### src/rtl/msv_pkg.sv
package msv_pkg;
  localparam int DW          = 16;
  localparam int CTL_W       = 4;
  localparam int OFS_STATCTL = 2;
  localparam int OFS_RESP    = 5;
  localparam int OFS_DLOW    = 7;
  localparam int CTL_SET_WRDY = 0;
  localparam int CTL_SET_RRDY = 1;
  localparam int CTL_SET_ERR  = 2;
  localparam int CTL_CLR_ERR  = 3;

  typedef struct packed {
    logic err;
    logic rrdy;
    logic wrdy;
  } hs_flags_t;
endpackage

### src/rtl/msv_setclr_flag.sv
module msv_setclr_flag (
  input  logic clk,
  input  logic rst,
  input  logic set_i,
  input  logic clr_i,
  output logic q
);
  always_ff @(posedge clk) begin
    if (rst)        q <= 1'b0;
    else if (set_i) q <= 1'b1;
    else if (clr_i) q <= 1'b0;
  end
endmodule

### src/rtl/msv_hs_flags.sv
module msv_hs_flags
  import msv_pkg::*;
(
  input  logic             clk,
  input  logic             rst,
  input  logic             ctl_wr,
  input  logic [CTL_W-1:0] ctl,
  input  logic             dat_rd,
  input  logic             dat_wr,
  output hs_flags_t        flags
);
  localparam int NFLAG = 3;
  logic [NFLAG-1:0] set_v, clr_v, q_v;

  always_comb begin
    set_v[0] = ctl_wr & ctl[CTL_SET_WRDY];
    clr_v[0] = dat_wr;
    set_v[1] = ctl_wr & ctl[CTL_SET_RRDY];
    clr_v[1] = dat_rd;
    set_v[2] = ctl_wr & ctl[CTL_SET_ERR];
    clr_v[2] = ctl_wr & ctl[CTL_CLR_ERR];
  end

  for (genvar i = 0; i < NFLAG; i++) begin : g_flag
    msv_setclr_flag u_flag (
      .clk  (clk),
      .rst  (rst),
      .set_i(set_v[i]),
      .clr_i(clr_v[i]),
      .q    (q_v[i])
    );
  end

  assign flags.wrdy = q_v[0];
  assign flags.rrdy = q_v[1];
  assign flags.err  = q_v[2];


  rrdy_clear_chk: assert property (@(posedge clk) disable iff (rst)
    (dat_rd && !(ctl_wr && ctl[CTL_SET_RRDY])) |=> !flags.rrdy);

  wrdy_clear_chk: assert property (@(posedge clk) disable iff (rst)
    (dat_wr && !(ctl_wr && ctl[CTL_SET_WRDY])) |=> !flags.wrdy);

  wrdy_set_wins_chk: assert property (@(posedge clk) disable iff (rst)
    (ctl_wr && ctl[CTL_SET_WRDY]) |=> flags.wrdy);

  err_rise_chk: assert property (@(posedge clk) disable iff (rst)
    $rose(flags.err) |-> $past(ctl_wr && ctl[CTL_SET_ERR]));
endmodule

### src/rtl/msv_statctl.sv
module msv_statctl (
  input  logic       clk,
  input  logic       rst,
  input  logic       wr_en,
  input  logic [1:0] wbits,
  input  logic       pass_in,
  output logic       soft_rst,
  output logic       inhibit,
  output logic       fail_out
);
  always_ff @(posedge clk) begin
    if (rst) begin
      soft_rst <= 1'b0;
      inhibit  <= 1'b0;
      fail_out <= 1'b0;
    end else begin
      if (wr_en) begin
        soft_rst <= wbits[0];
        inhibit  <= wbits[1];
      end
      fail_out <= ~pass_in & ~inhibit;
    end
  end


  fail_blocked_chk: assert property (@(posedge clk) disable iff (rst)
    fail_out |-> !$past(inhibit));

  srst_load_chk: assert property (@(posedge clk) disable iff (rst)
    wr_en |=> (soft_rst == $past(wbits[0])));
endmodule

### src/rtl/msv_readback.sv
module msv_readback
  import msv_pkg::*;
#(
  parameter int ADDR_W = 5
) (
  input  logic              clk,
  input  logic              rst,
  input  logic              rd_en,
  input  logic [ADDR_W-1:0] addr,
  input  hs_flags_t         flags,
  input  logic              mod_sel,
  input  logic              init_ready,
  input  logic              pass_in,
  input  logic              inhibit,
  input  logic              soft_rst,
  input  logic [DW-1:0]     dlow,
  output logic [DW-1:0]     rdata
);
  logic [DW-1:0] stat_word, resp_word, sel_word;

  always_comb begin
    stat_word = {1'b0, ~mod_sel, 10'b0, init_ready, pass_in, inhibit, soft_rst};
    resp_word = {1'b0, 1'b1, 2'b00, ~flags.err, flags.rrdy, flags.wrdy, 9'h1FF};
    if (addr == ADDR_W'(OFS_STATCTL))   sel_word = stat_word;
    else if (addr == ADDR_W'(OFS_RESP)) sel_word = resp_word;
    else if (addr == ADDR_W'(OFS_DLOW)) sel_word = dlow;
    else                                sel_word = '0;
  end

  always_ff @(posedge clk) begin
    if (rst)        rdata <= '0;
    else if (rd_en) rdata <= sel_word;
  end
endmodule

### src/rtl/msg_servant_regs.sv
module msg_servant_regs
  import msv_pkg::*;
#(
  parameter int ADDR_W = 5
) (
  input  logic              clk,
  input  logic              rst,
  input  logic [ADDR_W-1:0] bus_addr,
  input  logic              bus_wr,
  input  logic              bus_rd,
  input  logic [DW-1:0]     bus_wdata,
  output logic [DW-1:0]     bus_rdata,
  input  logic              loc_ctl_wr,
  input  logic [CTL_W-1:0]  loc_ctl,
  input  logic              loc_dat_wr,
  input  logic [DW-1:0]     loc_dat,
  output logic [DW-1:0]     dlow_out,
  input  logic              mod_sel,
  input  logic              init_ready,
  input  logic              selftest_pass,
  output logic              soft_rst,
  output logic              fail_inhibit,
  output logic              fail_out
);
  logic hit_stat, hit_resp, hit_dlow;
  logic dat_rd, dat_wr, stat_wr;
  hs_flags_t flags;
  logic [DW-1:0] dlow_q;

  assign hit_stat = (bus_addr == ADDR_W'(OFS_STATCTL));
  assign hit_resp = (bus_addr == ADDR_W'(OFS_RESP));
  assign hit_dlow = (bus_addr == ADDR_W'(OFS_DLOW));
  assign dat_rd   = bus_rd & hit_dlow;
  assign dat_wr   = bus_wr & hit_dlow;
  assign stat_wr  = bus_wr & hit_stat;

  // bus write has priority over the local load
  always_ff @(posedge clk) begin
    if (rst)             dlow_q <= '0;
    else if (dat_wr)     dlow_q <= bus_wdata;
    else if (loc_dat_wr) dlow_q <= loc_dat;
  end
  assign dlow_out = dlow_q;

  msv_hs_flags u_flags (
    .clk   (clk),
    .rst   (rst),
    .ctl_wr(loc_ctl_wr),
    .ctl   (loc_ctl),
    .dat_rd(dat_rd),
    .dat_wr(dat_wr),
    .flags (flags)
  );

  msv_statctl u_stat (
    .clk     (clk),
    .rst     (rst),
    .wr_en   (stat_wr),
    .wbits   (bus_wdata[1:0]),
    .pass_in (selftest_pass),
    .soft_rst(soft_rst),
    .inhibit (fail_inhibit),
    .fail_out(fail_out)
  );

  msv_readback #(.ADDR_W(ADDR_W)) u_rb (
    .clk       (clk),
    .rst       (rst),
    .rd_en     (bus_rd),
    .addr      (bus_addr),
    .flags     (flags),
    .mod_sel   (mod_sel),
    .init_ready(init_ready),
    .pass_in   (selftest_pass),
    .inhibit   (fail_inhibit),
    .soft_rst  (soft_rst),
    .dlow      (dlow_q),
    .rdata     (bus_rdata)
  );


  resp_const_chk: assert property (@(posedge clk) disable iff (rst)
    (bus_rd && hit_resp) |=> (bus_rdata[15:12] == 4'b0100 && bus_rdata[8:0] == 9'h1FF));

  unmapped_zero_chk: assert property (@(posedge clk) disable iff (rst)
    (bus_rd && !hit_stat && !hit_resp && !hit_dlow) |=> (bus_rdata == '0));

  dlow_bus_chk: assert property (@(posedge clk) disable iff (rst)
    dat_wr |=> (dlow_out == $past(bus_wdata)));
endmodule

### config.mk
export PLATFORM = sky130hd
export DESIGN_NAME = msg_servant_regs
export DESIGN_NICKNAME = d
export VERILOG_FILES = /design/src/rtl/msv_pkg.sv /design/src/rtl/msv_setclr_flag.sv /design/src/rtl/msv_hs_flags.sv /design/src/rtl/msv_statctl.sv /design/src/rtl/msv_readback.sv /design/src/rtl/msg_servant_regs.sv
export SDC_FILE = /design/constraint.sdc
export NUM_CORES = 1
export LEC_CHECK = 0
export CAP_MARGIN = 10
export CORE_MARGIN = 4
export CORE_UTILIZATION = 42
export CTS_BUF_LIST = sky130_fd_sc_hd__clkbuf_4
export DETAILED_ROUTE_END_ITERATION = 10
export HOLD_SLACK_MARGIN = 0.1
export PLACE_DENSITY = 0.82
export SETUP_SLACK_MARGIN = 0.02
export SYNTH_ARGS = -nofsm -noshare
export SYNTH_HDL_FRONTEND = slang
export SYNTH_SLANG_ARGS = --single-unit
### constraint.sdc
create_clock -name clk -period 1.62 [get_ports clk]
set_input_delay 0.324 -clock clk [delete_from_list [all_inputs] [get_ports clk]]
set_output_delay 0.324 -clock clk [all_outputs]
set_load 0.1 [all_outputs]
# After elaboration in Yosys (flattened, before gate mapping)
# Index checks and enable logic that the tools add are counted.
[totals] out_inout_bits=35 romBits=0 word_cells=38 memories=0 regBits=38 latchBits=0 mem_bits_rw=0 inputBits=50
[classes] n_div=0 reduce_logical=4 order_cmp=0 n_mux=11 n_eq_ne=3 mul=0 add_sub_neg=0 bitwise_logic=12 shifts=0
[ops] operator="16-bit 2-to-1 mux" count=5
[ops] operator="5-bit by 3-bit equality test with 1-bit output (second input constant)" count=2
[ops] operator="1-bit AND" count=8
[ops] operator="2-bit nonzero test" count=4
[ops] operator="1-bit 2-to-1 mux" count=6
[ops] operator="5-bit by 2-bit equality test with 1-bit output (second input constant)" count=1
[ops] operator="1-bit inverter" count=4

# Longest topological paths before layout
[depth] word_depth=4 depth_mapped=6 depth_no_buf=3

# Cells and area by module
# From an unflattened synthesis, not the netlist that was laid out.
[hier_totals] hier_cells=193 hier_area_um2=1774.2
[modules_own_cells] module="msg_servant_regs" n_inst=1 cells_each=80 area_per_inst_um2=778.2 seq_area_each_um2=320.3
[modules_own_cells] module="msv_readback" n_inst=1 cells_each=89 area_per_inst_um2=762.0 seq_area_each_um2=320.3
[modules_own_cells] module="msv_setclr_flag" n_inst=3 cells_each=4 area_per_inst_um2=38.8 seq_area_each_um2=20.0
[modules_own_cells] module="msv_statctl" n_inst=1 cells_each=8 area_per_inst_um2=92.6 seq_area_each_um2=60.1
[modules_own_cells] module="msv_hs_flags" n_inst=1 cells_each=4 area_per_inst_um2=25.0 seq_area_each_um2=0.0

# Worst setup path before layout
# No wires, ideal clock.
[synth_path] path_type="register to register" start="reg dlow_q[11] (netlist: dlow_out[11])" end="reg u_rb.rdata[11]" path_buffers=0 path_slack_ns=-0.007 t_required_ns=1.548 synth_period_minus_slack_ns=1.627 t_arrival_ns=1.555 stages_incl_launch_ff=4 setup_time_ns=0.072 cell_sequence="dfxtp_1 nor2b_1 a2111o_1 a21oi_1"
[synth_via] elab_chain_cells=3
[synth_rtl] element="from (decl)" line_no="msg_servant_regs.sv:28" rtl="logic [DW-1:0] dlow_q;"
[synth_rtl] element="from (signal assigned)" line_no="msg_servant_regs.sv:40" rtl="else if (dat_wr) dlow_q <= bus_wdata;"
[synth_rtl] element="from (signal assigned)" line_no="msg_servant_regs.sv:41" rtl="else if (loc_dat_wr) dlow_q <= loc_dat;"
[synth_rtl] element="16-bit 2-to-1 mux" line_no="msv_readback.sv:26" rtl="else if (addr == ADDR_W'(OFS_DLOW)) sel_word = dlow;"
[synth_rtl] element="16-bit 2-to-1 mux" line_no="msv_readback.sv:25" rtl="else if (addr == ADDR_W'(OFS_RESP)) sel_word = resp_word;"
[synth_rtl] element="16-bit 2-to-1 mux" line_no="msv_readback.sv:24" rtl="if (addr == ADDR_W'(OFS_STATCTL)) sel_word = stat_word;"
[synth_rtl] element="to (signal assigned)" line_no="msv_readback.sv:32" rtl="else if (rd_en) rdata <= sel_word;"
[synth_rtl] element="to (decl)" line_no="msv_readback.sv:17" rtl="output logic [DW-1:0] rdata"
# Every way passes these cells.
# A chain may end at the register's enable or synchronous reset.

# Worst setup path in the final report
[layout_path] start="in bus_addr[1]" end="reg u_rb.rdata[7]"
[layout_via] elab_chain_cells=4 elab_cells_between_ends=6 cone_classes="eq/ne: 3; mux: 3"
[layout_rtl] element="from (decl)" line_no="msg_servant_regs.sv:8" rtl="input logic [ADDR_W-1:0] bus_addr,"
[layout_rtl] element="5-bit by 3-bit equality test with 1-bit output" line_no="msv_readback.sv:26"
[layout_rtl] element="16-bit 2-to-1 mux" line_no="msv_readback.sv:26"
[layout_rtl] element="16-bit 2-to-1 mux" line_no="msv_readback.sv:25"
[layout_rtl] element="16-bit 2-to-1 mux (*)" line_no="msv_readback.sv:24"
# Mark *: on every way between the ends. The rest lies on a longest branch, timed or not.

==> reports/qor.txt <==
Yosys reg bits = 38
1st-iter DRT viols = 117
Final Critical Period = 1505 ps
PwrDens = 769.9 nW/um2
Nature of the critical path endpoint = flop
Most used cell, CP = buf_4
Synth Flop Type = dfxtp_1
Maximum vdd drop = 0.4832 mV
Flop-to-flop setup slack = 520 ps
Routed WL per cell = 18.17 um
Net Count, Synth = 237
Antenna viol nets, final = 0
Switching power total = 755.0 uW
Yosys top cell area share = 0.4190
Logic pwr share = 0.276
Worst Skew = 9.734 ps
Antenna violations before repair = 0
Period utilization = 0.9291
Clock power frac = 0.322
Hold Fails Final Rpt = 0
GPL Wtd Cong = 0.8865
Worst r2r dst = u_rb.rdata[11]
Clock sinks = 38
CTS tree = yes
Area of the multi-input gates = 963.4 um2
Row Count = 23
Htree depth = 2
Root buf cell = clkbuf_4
Slew margin rel. = 0.7292
Worst-Skew Late Latency = 340 ps
Asr flop ratio synth = 0
Critical R2R Launch = u_flags.g_flag[2].u_flag.q
Fin area = 3277 um2
Layout Area Growth over Synthesis = 80.50%
First drt pass iteration count = 5
Vias in the first global route = 1969
Finished Layout Cells = 334
Num ports = 85
Internal power = 1768 uW
Status = finished, final reports clean
DR vias/cell = 5.626
PortBufs = 84
Die width = 73.75 um
Dpl cells = 326
Setup Viol. Count Final = 0
Avg Cell Area, Syn = 9.709 um2
Worst endpoint required time = 1860 ps
CTS clk-pin slew, worst paths = 130 ps
Critical Path Start Type = input pin
Leakage = 0.001278 uW
Sw frac = 0.2993
Post-CTS setup buffers = 0
Total Nets Final = 333
Max_cap viols = 0
Setup TNS = 0 ps
Slowest CP cell = clkdlybuf4s50_1
RSZ-0062 raised after global routing = no
Synth top area cells = dfxtp_1 42%, mux2i_1 8.8%, a211oi_2 6.9%
HPWL Detailed = 4.669 mm
Fillers = 265
Crit-path max FO = 5
Setup CP Type = input pin to flop
Crit-path cells = clkdlybuf4s50_1 -> buf_4 -> and4b_2 -> buf_4 -> a32oi_1 -> a21oi_1
Worst hold stages = 4
Min-Delay Startpoint = bus_addr[2]
Mapped Area = 1815 um2
Worst hold margin = 486.4 ps
Fmax = 664.4 MHz
Final Max Tran Viols = 0
Count of different cell masters after synthesis = 35
Max Root-Sink Buffers = 2
First-pass GRT wire length = 9.356 mm
Commonest non-fill, non-tap cell in the layout = clkdlybuf4s50_1
Total wire length = 6.070 mm
Area leader, netlist = dfxtp_1
Initial Util = 0.4443
Data arrival, critical path = 1740 ps
Commonest non-fill, non-tap cells in the layout = 47 x clkdlybuf4s50_1, 37 x dfxtp_1, 37 x buf_12
CTS buffer count = 5
Die Footprint = 5438 um2
Worst hold endpoint = u_rb.rdata[11]
Slew at the pin closest to its max-slew limit = 405.8 ps
Largest net degree at the start of global routing = 22
Sequential power share = 0.402
Worst Reg-to-Reg Cells = 3
End-of-flow core utilization = 0.8019
DRC = 0
Worst hold-check path type = input pin to flop
Cells after synthesis = 187
CORE AREA = 4086 um2
Register area = 762.0 um2
Placed cell areas = 3161 um2
Seq/Total Area, Yosys = 0.4190
Via Count = 1879
Tot GR Track Use = 0.2250
GR Overflow Total = 0
CP peak stage delay = 480 ps
Share of post-route cells with drive strength above 1 = 0.2923
Post-synth EDFFs = 0
Die Height = 73.75 um
Diode count = 0
Yosys warnings = 0
==> power groups by stage <==
stage | sequential [uW] | clock, uW | combinational (uW)
floorplan | 1240 | 0 | 148
global placement | 1030 | 0 | 681
detailed placement | 1040 | 0 | 693
CTS | 1010 | 819 | 697
global route | 1020 | 851 | 723
finish | 1020 | 812 | 696
==> flip-flops by register name, indices dropped and copies added, names as in the netlist <==
name,count
u_stat.fail_out,1
u_flags.g_flag.u_flag.q,3
u_stat.inhibit,1
u_stat.soft_rst,1
dlow_out,16
u_rb.rdata,16
==> timing repair <==
item / 4_1_cts / 5_1_grt
setup endpoints to repair: 1 / 19
hold buffers: 0 / 0
gates resized for setup: 1 / 3
endpoints found under the hold margin: 0 / 0
==> cell families (layout without fill, tap and decap cells) <==
logic type             Yosys count  in the layout  share of synthesized area
and+or+nand+nor                 62             62                     0.2047
muxes                           16             16                    0.08821
DFF                             38             38                     0.4190
buffers and inverters           17            114                    0.05306
AOI/OAI and AO/OA               54             54                     0.2350
==> critical path: cells and delay by family <==
kind	cells	cell delay, ps
simple gates	1	260
compound gates	2	330
buf+inv	3	830
==> cell usage after synthesis (all sizes together) (3+ instances only) <==
cell and instances:
nor2b 3, a211oi 16, nor3 21, a21oi 16, nor2 6, buf 7, o21ai 3, o31ai 5
dfxtp 38, mux2i 16, a32oi 10, clkbuf 9, nand2 10, nand2b 6
==> per-layer routing <==
layer / GRT usage / routed length, um / vias to the layer above
met1: 0.2644 / 2365 / 896
met2: 0.4075 / 3181 / 77
met5: 0 / 0 / -
li1: - / - / 899
met3: 0.04514 / 442 / 7
met4: 0.06640 / 81 / 0
==> worst max path at each step <==
stage / from / to / depth (start not counted)
5_1_grt: bus_addr[4] / u_stat.inhibit / 4
4_1_cts: bus_addr[2] / u_rb.rdata[7] / 6
3_5_place_dp: bus_addr[0] / u_stat.inhibit / 4
2_1_floorplan: dlow_out[1] / u_rb.rdata[1] / 3
3_3_place_gp: bus_addr[0] / u_stat.soft_rst / 4
6_report: bus_addr[1] / u_rb.rdata[7] / 6
==> area by class of cell <==
cell class,count,share of cell area
Sequential cell,38,0.2325
Clock inverter,3,0.02100
Timing Repair Buffer,105,0.4208
Inverter,1,0.001145
Clock buffer,5,0.01145
Tap cell,50,0.01909
Multi-Input combinational cell,132,0.2940
==> metrics by stage <==
step	power, uW	setup WS [ps]
floorplan	1385	139.5
finish	2523	114.8
detailed placement	1729	-352.4
global placement	1715	-288.5
CTS	2531	50.56
global route	2594	69.35
Note: power is estimated with default switching activity, not from simulation.
